### src/rtl/msw_pkg.sv
package msw_pkg;
  localparam int DEF_ADDR_W = 11;
  localparam int DEF_LEN_W  = 9;
  localparam int DEF_WORD_W = 32;
  localparam int DEF_ST_W   = 16;

  typedef enum logic [1:0] {
    PH_IDLE = 2'd0,
    PH_RES  = 2'd1,
    PH_REM  = 2'd2
  } phase_t;
endpackage

### src/rtl/msw_lead_one.sv
module msw_lead_one #(
  parameter int WORD_W = msw_pkg::DEF_WORD_W,
  localparam int IDX_W = $clog2(WORD_W)
) (
  input  logic [WORD_W-1:0] word_i,
  output logic [IDX_W-1:0]  idx_o
);
  always_comb begin
    idx_o = '0;
    for (int i = 0; i < WORD_W; i++) begin
      if (word_i[i]) idx_o = IDX_W'(i);
    end
  end
endmodule

### src/rtl/msw_scan_unit.sv
module msw_scan_unit #(
  parameter int ADDR_W = msw_pkg::DEF_ADDR_W,
  parameter int LEN_W  = msw_pkg::DEF_LEN_W,
  parameter int WORD_W = msw_pkg::DEF_WORD_W
) (
  input  logic              clk,
  input  logic              rst_n,
  input  logic              start_i,
  input  logic [ADDR_W-1:0] base_i,
  input  logic [LEN_W-1:0]  len_i,
  output logic              rd_en_o,
  output logic [ADDR_W-1:0] rd_addr_o,
  input  logic [WORD_W-1:0] rd_data_i,
  output logic              done_o,
  output logic              zero_o,
  output logic [ADDR_W-1:0] addr_o,
  output logic [WORD_W-1:0] word_o
);
  logic              busy_q, pend_q;
  logic [LEN_W-1:0]  left_q, len_q;
  logic [ADDR_W-1:0] next_q, pend_addr_q, base_q;
  logic              data_nz, hit, empty, issue, finish;

  assign data_nz = |rd_data_i;
  assign hit     = busy_q && pend_q && data_nz;
  assign empty   = busy_q && (left_q == '0) && !(pend_q && data_nz);
  assign issue   = busy_q && !hit && (left_q != '0);
  assign finish  = hit || empty;

  assign rd_en_o   = issue;
  assign rd_addr_o = next_q;

  always_ff @(posedge clk or negedge rst_n) begin
    if (!rst_n) begin
      busy_q      <= 1'b0;
      pend_q      <= 1'b0;
      left_q      <= '0;
      len_q       <= '0;
      next_q      <= '0;
      pend_addr_q <= '0;
      base_q      <= '0;
      done_o      <= 1'b0;
      zero_o      <= 1'b0;
      addr_o      <= '0;
      word_o      <= '0;
    end else begin
      done_o <= 1'b0;
      if (!busy_q) begin
        if (start_i) begin
          busy_q <= 1'b1;
          pend_q <= 1'b0;
          base_q <= base_i;
          len_q  <= len_i;
          left_q <= len_i;
          next_q <= base_i + ADDR_W'(len_i) - ADDR_W'(1);
        end
      end else begin
        pend_q <= issue;
        if (issue) begin
          left_q      <= left_q - LEN_W'(1);
          next_q      <= next_q - ADDR_W'(1);
          pend_addr_q <= next_q;
        end
        if (finish) begin
          busy_q <= 1'b0;
          done_o <= 1'b1;
          zero_o <= !hit;
          addr_o <= hit ? pend_addr_q : base_q;
          word_o <= hit ? rd_data_i : '0;
        end
      end
    end
  end

  AST_RD_WINDOW: assert property (@(posedge clk) disable iff (!rst_n)
    rd_en_o |-> ((rd_addr_o - base_q) < ADDR_W'(len_q))) else $error("read outside vector");
  AST_RD_DESCEND: assert property (@(posedge clk) disable iff (!rst_n)
    (rd_en_o && $past(rd_en_o)) |-> (rd_addr_o == $past(rd_addr_o) - ADDR_W'(1))) else $error("read not descending");
endmodule

### src/rtl/msw_locator.sv
module msw_locator #(
  parameter int ADDR_W = msw_pkg::DEF_ADDR_W,
  parameter int LEN_W  = msw_pkg::DEF_LEN_W,
  parameter int WORD_W = msw_pkg::DEF_WORD_W,
  parameter int ST_W   = msw_pkg::DEF_ST_W
) (
  input  logic              clk,
  input  logic              rst_n,
  input  logic              start_i,
  input  logic              divmod_i,
  input  logic              ms_one_i,
  input  logic [ADDR_W-1:0] res_base_i,
  input  logic [LEN_W-1:0]  res_len_i,
  input  logic [ADDR_W-1:0] rem_base_i,
  input  logic [LEN_W-1:0]  rem_len_i,
  output logic              rd_en_o,
  output logic [ADDR_W-1:0] rd_addr_o,
  input  logic [WORD_W-1:0] rd_data_i,
  output logic              busy_o,
  output logic              done_o,
  output logic [ST_W-1:0]   res_status_o,
  output logic [ST_W-1:0]   rem_status_o
);
  import msw_pkg::*;
  localparam int IDX_W = $clog2(WORD_W);
  localparam int PAD_W = ST_W - 1 - ADDR_W;
  localparam logic [ST_W-1:0] ZERO_FLAG = ST_W'(1) << (ST_W - 1);

  phase_t            phase_q;
  logic              divmod_q, msone_q;
  logic [ADDR_W-1:0] rem_base_q, res_base_q;
  logic [LEN_W-1:0]  rem_len_q;
  logic              res_zero_q;
  logic [ADDR_W-1:0] res_addr_q;

  logic              sc_start, sc_done, sc_zero;
  logic [ADDR_W-1:0] sc_base, sc_addr;
  logic [LEN_W-1:0]  sc_len;
  logic [WORD_W-1:0] sc_word;
  logic [IDX_W-1:0]  lead_idx;
  logic              fin_res, fin_rem, go_rem;

  function automatic logic [ST_W-1:0] pack(input logic z, input logic [ADDR_W-1:0] a);
    return {z, {PAD_W{1'b0}}, a};
  endfunction

  assign busy_o   = (phase_q != PH_IDLE);
  assign go_rem   = (phase_q == PH_RES) && sc_done && divmod_q;
  assign fin_res  = (phase_q == PH_RES) && sc_done && !divmod_q;
  assign fin_rem  = (phase_q == PH_REM) && sc_done;
  assign sc_start = ((phase_q == PH_IDLE) && start_i) || go_rem;
  assign sc_base  = (phase_q == PH_IDLE) ? res_base_i : rem_base_q;
  assign sc_len   = (phase_q == PH_IDLE) ? res_len_i  : rem_len_q;

  msw_scan_unit #(.ADDR_W(ADDR_W), .LEN_W(LEN_W), .WORD_W(WORD_W)) u_scan (
    .clk(clk), .rst_n(rst_n), .start_i(sc_start), .base_i(sc_base), .len_i(sc_len),
    .rd_en_o(rd_en_o), .rd_addr_o(rd_addr_o), .rd_data_i(rd_data_i),
    .done_o(sc_done), .zero_o(sc_zero), .addr_o(sc_addr), .word_o(sc_word)
  );

  msw_lead_one #(.WORD_W(WORD_W)) u_lead (.word_i(sc_word), .idx_o(lead_idx));

  always_ff @(posedge clk or negedge rst_n) begin
    if (!rst_n) begin
      phase_q      <= PH_IDLE;
      divmod_q     <= 1'b0;
      msone_q      <= 1'b0;
      rem_base_q   <= '0;
      rem_len_q    <= '0;
      res_base_q   <= '0;
      res_zero_q   <= 1'b0;
      res_addr_q   <= '0;
      done_o       <= 1'b0;
      res_status_o <= '0;
      rem_status_o <= '0;
    end else begin
      done_o <= 1'b0;
      case (phase_q)
        PH_IDLE: if (start_i) begin
          phase_q    <= PH_RES;
          divmod_q   <= divmod_i;
          msone_q    <= ms_one_i;
          rem_base_q <= rem_base_i;
          rem_len_q  <= rem_len_i;
          res_base_q <= res_base_i;
        end
        PH_RES: if (sc_done) begin
          if (divmod_q) begin
            phase_q    <= PH_REM;
            res_zero_q <= sc_zero;
            res_addr_q <= sc_addr;
          end else begin
            phase_q      <= PH_IDLE;
            done_o       <= 1'b1;
            res_status_o <= pack(sc_zero, sc_addr);
            if (msone_q)
              rem_status_o <= sc_zero ? ZERO_FLAG : ST_W'(lead_idx);
          end
        end
        PH_REM: if (sc_done) begin
          phase_q      <= PH_IDLE;
          done_o       <= 1'b1;
          res_status_o <= pack(res_zero_q, res_addr_q);
          rem_status_o <= pack(sc_zero, sc_addr);
        end
        default: phase_q <= PH_IDLE;
      endcase
    end
  end

  AST_DONE_PULSE: assert property (@(posedge clk) disable iff (!rst_n)
    done_o |=> !done_o) else $error("done longer than one cycle");
  AST_STATUS_HOLD: assert property (@(posedge clk) disable iff (!rst_n)
    !done_o |-> ($stable(res_status_o) && $stable(rem_status_o))) else $error("status moved without done");
  AST_DONE_IDLE: assert property (@(posedge clk) disable iff (!rst_n)
    done_o |-> !busy_o) else $error("done while busy");
  AST_ZERO_AT_BASE: assert property (@(posedge clk) disable iff (!rst_n)
    (done_o && res_status_o[ST_W-1]) |-> (res_status_o[ADDR_W-1:0] == res_base_q)) else $error("zero result not at base");
  AST_MSONE_FIELD: assert property (@(posedge clk) disable iff (!rst_n)
    (done_o && msone_q && !divmod_q && !res_status_o[ST_W-1]) |-> (rem_status_o[ST_W-1:IDX_W] == '0)) else $error("ms-one field overflow");
endmodule

### config.mk
export PLATFORM = sky130hd
export DESIGN_NAME = msw_locator
export DESIGN_NICKNAME = d
export VERILOG_FILES = /design/src/rtl/msw_pkg.sv /design/src/rtl/msw_lead_one.sv /design/src/rtl/msw_scan_unit.sv /design/src/rtl/msw_locator.sv
export SDC_FILE = /design/constraint.sdc
export NUM_CORES = 1
export LEC_CHECK = 0
export BUFFER_PORTS_ARGS = -buffer_cell sky130_fd_sc_hd__buf_4
export CORE_MARGIN = 1
export CORE_UTILIZATION = 40
export DETAILED_ROUTE_END_ITERATION = 10
export MAX_ROUTING_LAYER = met4
export PLACE_DENSITY_LB_ADDON = 0.1
export SETUP_SLACK_MARGIN = 0.4
export SLEW_MARGIN = 20
export SYNTH_ARGS = -nofsm -noshare
export SYNTH_HDL_FRONTEND = slang
export SYNTH_SLANG_ARGS = --single-unit
export TNS_END_PERCENT = 1
### constraint.sdc
create_clock -name clk -period 8.3 [get_ports clk]
set_input_delay 0.83 -clock clk [delete_from_list [all_inputs] [get_ports clk]]
set_output_delay 0.83 -clock clk [all_outputs]
set_load 0.01 [all_outputs]
# Word-level counts from Yosys, hierarchy flattened
# Cells that the tools add are included.
[classes]
n_addsub = 4
eq_ne = 8
mux = 67
n_bitwise = 1
reduce_logical = 30
[ops]
columns = ["cell", "n"]
rows = [
  ["2-to-1 mux 16 bit", 8],
  ["2-to-1 mux 5 bit", 16],
  ["case mux 16 bit (2 select lines)", 2],
  ["2-to-1 mux 11 bit", 5],
  ["2-to-1 mux 9 bit", 4],
  ["2-to-1 mux 32 bit", 1],
  ["2-to-1 mux 4 bit", 8],
  ["OR reduction 32 bit", 1],
  ["subtractor 11 x 1 -> 11 bit (second input constant)", 2],
  ["2-to-1 mux 2 bit", 6],
  ["2-to-1 mux 3 bit", 4],
  ["adder 11 x 9 -> 11 bit", 1],
  ["2-to-1 mux 1 bit", 11],
  ["logical AND 1 bit", 10],
  ["AND reduction 2 bit", 5],
  ["zero test 9 bit", 1],
  ["nonzero test 9 bit", 1],
  ["subtractor 9 x 1 -> 9 bit (second input constant)", 1],
  ["inequality test 2 bit (second input constant)", 4],
  ["case mux 2 bit (3 select lines)", 1],
  ["AND reduction 3 bit", 2],
  ["nonzero test 2 bit", 3],
  ["AND reduction 5 bit", 1],
  ["inequality test 2 x 1 -> 1 bit (second input constant)", 2],
  ["8 further kinds", 10],
]
[word_totals]
ff_bits = 158
out_inout_bits = 46

# Logic depth before layout (Yosys ltp)
[depth]
word_depth = 36
mapped_depth = 17
mapped_depth_nobuf = 14

# Modules after synthesis
# Synthesis repeated with hierarchy kept, for this count alone.
[hier_totals]
hier_cells = 731
hier_area_um2 = 7845.0
[by_module_without_submodules]
columns = ["mod", "n_inst", "cells_per_inst", "area_each_um2"]
rows = [
  ["msw_scan_unit", 1, 447, 4530.6],
  ["msw_locator", 1, 224, 2961.6],
  ["msw_lead_one", 1, 60, 352.8],
]

# Least setup slack after synthesis
# Ideal clock, no wire load.
[synth_timing]
kind = "reg-to-reg"
startpoint = "register phase_q[1]"
endpoint = "register u_scan.next_q[10] (netlist: u_scan.rd_addr_o[10])"
setup_time_ps = 104
arrival_ps = 3573
path_slack_ps = 4623
stages_incl_launch_ff = 16
n_path_buf = 3
period_less_slack_ps = 3677
cell_sequence = "dfrtp_1 inv_1 ha_1 clkbuf_1 clkbuf_1 buf_2 mux2i_1 ha_1 inv_1 ha_1 a21oi_1 o211ai_1 a2111oi_0 o21ai_0 xnor2_1 a221oi_1"
[synth_between]
elab_chain_cells = 6
[synth_rtl]
columns = ["item", "line", "source"]
rows = [
  ["start: declaration", "msw_locator.sv:29", "phase_t phase_q;"],
  ["start signal: assignment", "msw_locator.sv:65", "phase_q <= PH_IDLE;"],
  ["start signal: assignment", "msw_locator.sv:80", "phase_q <= PH_RES;"],
  ["start signal: assignment", "msw_locator.sv:89", "phase_q <= PH_REM;"],
  ["zero test 2 bit / == test 2 x 1 -> 1 bit (equally long branches)", "-", ""],
  ["2-to-1 mux 11 bit (tied with other cells)", "msw_locator.sv:52", "assign sc_base = (phase_q == PH_IDLE) ? res_base_i : rem_base_q;"],
  ["adder 11 x 9 -> 11 bit / logical AND 1 bit (equally long branches)", "msw_scan_unit.sv:55, msw_locator.sv:48", ""],
  ["subtractor 11 x 1 -> 11 bit / logical OR 1 bit (equally long branches)", "msw_scan_unit.sv:55, msw_locator.sv:51", ""],
  ["2-to-1 mux 11 bit / nonzero test 2 bit (equally long branches)", "-", ""],
  ["2-to-1 mux 11 bit / AND reduction 2 bit (equally long branches)", "-", ""],
  ["end signal: assignment", "msw_scan_unit.sv:55", "next_q <= base_i + ADDR_W'(len_i) - ADDR_W'(1);"],
  ["end signal: assignment", "msw_scan_unit.sv:61", "next_q <= next_q - ADDR_W'(1);"],
  ["end: declaration", "msw_scan_unit.sv:21", "logic [ADDR_W-1:0] next_q, pend_addr_q, base_q;"],
]
# Parallel ways exist; a longest one is shown, timed or not. The select of a mux whose other input is x is not followed.
# A chain may end at the register's enable or synchronous reset.

# Worst setup path in the final report
[layout_timing]
startpoint = "register phase_q[1]"
endpoint = "register u_scan.left_q[7]"
[layout_between]
elab_chain_cells = 6
[layout_rtl]
columns = ["item", "line", "source"]
rows = [
  ["== test 2 x 1 -> 1 bit", "msw_locator.sv:48", "assign go_rem = (phase_q == PH_RES) && sc_done && divmod_q;"],
  ["logical AND 1 bit", "-", ""],
  ["logical AND 1 bit", "msw_locator.sv:48", ""],
  ["logical OR 1 bit", "msw_locator.sv:51", "assign sc_start = ((phase_q == PH_IDLE) && start_i) || go_rem;"],
  ["nonzero test 2 bit (no line)", "-", ""],
  ["AND reduction 2 bit (no line)", "-", ""],
  ["end signal: assignment", "msw_scan_unit.sv:54", "left_q <= len_i;"],
  ["end signal: assignment", "msw_scan_unit.sv:60", "left_q <= left_q - LEN_W'(1);"],
  ["end: declaration", "msw_scan_unit.sv:20", "logic [LEN_W-1:0] left_q, len_q;"],
]
# Parallel ways exist; a longest one is shown, timed or not. The select of a mux whose other input is x is not followed.

==> impl_metrics.py <==
metrics = {
    "status": {
        "status": "complete, no violations",
    },
    "sta": {
        "skew_ns": 0.0110,
        "relSlewSlack_pct": 42.0,
        "fin_crit_sh_pct": 43.7,
        "min_period_ns": 3.62,
        "postLayoutSetupSlackWorst_ns": 4.68,
        "fmax_mhz": 276,
        "setup_tns_ns": 0,
        "hold_viol": 0,
        "tightestPinTransition_ns": 0.867,
        "setup_viol": 0,
        "hold_ws_ns": 0.406,
        "rsz0062_at_grt": "no",
        "slew_viol_final": 0,
    },
    "route": {
        "avgViaCountPerCell": 5.28,
        "dr.pass1.iters": 4,
        "wl_met2_mm": 9.38,
        "drt-total-wl_mm": 18.9,
        "drc_errors": 0,
        "avgRoutedWirePerCell_um": 16.9,
        "first_iter_violations": 387,
        "drtAntennaViolNets": 0,
        "met1Wirelength_mm": 8.56,
        "wl_met3_um": 715,
        "vias": 5924,
        "dr.max_layer_used": "met4",
    },
    "pwr": {
        "power_frac_clock_pct": 17.7,
        "combinationalPowerShare_pct": 48.3,
        "p_int_mw": 2.43,
        "p_total_mw": 4.14,
        "p_switching_mw": 1.71,
        "seq_power_share_pct": 34.0,
        "pwr_density_cell_nw_per_um2": 450,
        "switching_share_pct": 41.3,
        "leakage_nw": 4.38,
        "peakVddDrop_mv": 0.195,
    },
    "global_route": {
        "grt-ovfl-total": 0,
        "grt_max_degree": 79,
        "grt_pass1_vias": 5958,
        "grt_util_all_layers_pct": 21.3,
        "antenna_found_initial": 0,
        "grt_pass1_wl_mm": 31.1,
    },
    "clock_tree": {
        "cts_tree": "built",
        "root_buffer": "clkbuf_16",
        "cts_setup_buffers": 0,
        "cts.sinks": 149,
        "worst_skew_pair.late_latency_ns": 0.42,
        "postCtsHoldBufs": 0,
        "cts_made_buffers": 17,
        "cts_resized": 0,
        "path_clk_slew_ns": 0.06,
        "htreeDepth": 4,
        "clock_tree.buffer_depth": 2,
    },
    "logic_synthesis": {
        "synthFlopType": "dfrtp_1",
        "ys_seq_area_share_pct": 49.0,
        "yosys.area.top_type": "dfrtp_1",
        "synth_top_area_share_pct": 49.0,
        "avgSynthCellArea_um2": 9.80,
        "synth_edf_count": 0,
        "netlist_top_cells_area": "dfrtp_1 (49%), mux2_2 (6.2%), o21ai_0 (6.1%), mux2i_1 (5.8%), ha_1 (3.8%)",
        "ys_seq_elements": 149,
        "synth_cells": 776,
        "async_reset_ff_share_pct": 100,
        "ys_warn_count": 0,
        "syn-cell-area_um2": 7610,
        "synth.distinct_cells": 61,
    },
    "finish": {
        "fillers": 1723,
        "n_antenna_cell": 0,
        "final_cell_mix": "dfrtp_1 (149), buf_4 (120), o21ai_0 (92)",
        "design_area_um2": 9190,
        "drive_gt1_share_pct": 23.4,
        "final_common_cell": "dfrtp_1",
        "final_util_pct": 49.3,
        "nets": 977,
        "area_growth_syn_to_layout_pct": 20.8,
        "fin_cells": 1123,
    },
    "worst_setup_path": {
        "crit_type": "reg -> reg",
        "required_ns": 8.58,
        "end_kind": "register",
        "critPathMaxFanout": 28,
        "crit_arrival_ns": 3.90,
        "cp-start-kind": "register",
    },
    "placement": {
        "place_congestion": 0.866,
        "place_inst": 1091,
        "pre_cts_ws_ns": 4.65,
        "port_buffers": 114,
        "post-dp-hpwl_mm": 14.0,
        "dpl_cell_area_um2": 8620,
    },
    "die": {
        "die_x_um": 140,
        "coreArea_um2": 18600,
        "fp.dieArea_um2": 19600,
        "io_pins": 123,
        "num_rows": 50,
        "dieHeight_um": 140,
        "initial_core_util_pct": 40.8,
    },
    "flow_run": {
        "cap_violations": 0,
    },
    "worst_hold_path": {
        "worstHoldPathType": "in -> async",
    },
}
==> area by class of cell <==
class                      count  area [um2]  share of cell area, %
clock buffer                  21         460                   5.01
clock inverter                11         101                   1.10
inverter                      70         263                   2.86
multi-input combinational    516        3420                   37.2
sequential                   149        3730                   40.6
tap                          234         293                   3.18
timing repair buffer         122         923                   10.0
==> cells by family after synthesis <==
logic type | after synthesis | synth area share, %
multiplexers | 86 | 12.0
buffers and inverters | 118 | 6.41
other | 1 | 0.0493
flip-flops | 149 | 49.0
AO/OA/AOI/OAI | 177 | 13.8
adder cells (fa/ha/maj) | 24 | 4.05
XOR/XNOR | 7 | 0.806
AND/OR/NAND/NOR | 214 | 13.8
==> final timing paths <==
kind / cells after the start / startpoint / slack [ns] / to
min: 1 / rst_n / 0.41 / u_scan.word_o[20]
min reg2reg: 2 / res_status_o[10] / 0.48 / res_status_o[10]
max reg2reg: 8 / phase_q[1] / 4.68 / u_scan.left_q[7]
max in group asynchronous: 2 / rst_n / 6.70 / u_scan.rd_addr_o[3]
max: 8 / phase_q[1] / 4.68 / u_scan.left_q[7]
min in group clk: 2 / res_status_o[10] / 0.48 / res_status_o[10]
==> power by group through the flow <==
stage / clock network (mW) / logic (mW) / registers, mW
after floorplan: 0 / 1.46 / 1.33
after global placement: 0 / 1.96 / 1.40
after detailed placement: 0 / 2.01 / 1.42
after CTS: 0.753 / 2.02 / 1.41
after global routing: 0.786 / 2.27 / 1.46
final: 0.734 / 2.00 / 1.41
==> cells in the mapped netlist (4+ instances only) <==
cell and number:
dfrtp_1 149, o21ai_0 93, inv_1 70, nand2_1 68, mux2i_1 44, mux2_2 42, nand3_1 39, a21oi_1 33
nor2_1 33, clkbuf_1 30, ha_1 23, nor4_1 12, buf_4 11, nor3_1 10, or3_1 10, nand2b_1 9
xnor2_1 6, a211oi_1 5, a221o_1 5, a22oi_1 5, nand4_1 5, nor3b_1 5, or2_2 5, buf_1 4
nor2b_1 4, o21a_1 4, o31ai_1 4
==> flip-flops by register name, indices dropped and copies added (netlist names) <==
register            count
u_scan.word_o          31
rem_status_o           12
res_status_o           12
rem_base_q             11
res_addr_q             11
u_scan.addr_o          11
u_scan.base_q          11
u_scan.pend_addr_q     11
u_scan.rd_addr_o       11
rem_len_q               9
u_scan.left_q           9
phase_q                 2
divmod_q                1
done_o                  1
msone_q                 1
res_zero_q              1
u_scan.busy_q           1
u_scan.done_o           1
u_scan.pend_q           1
u_scan.zero_o           1
==> per-layer routing <==
metal / GRT usage [%] / up-vias
met4: 6.07 / 0
met2: 35.2 / 129
met1: 26.3 / 2875
met5: - / -
li1: - / 2896
met3: 4.58 / 24
==> worst max-delay path, cell delays in order, from the launching register on <==
cell and delay [ns]:
dfrtp_1 0.36, inv_1 0.08, ha_1 0.25, nand3_1 0.63
a21o_1 0.73, o21a_1 0.64, inv_1 0.41, a2bb2oi_1 0.22
a21boi_0 0.14
No activity file was read; power rests on OpenSTA's default activity.
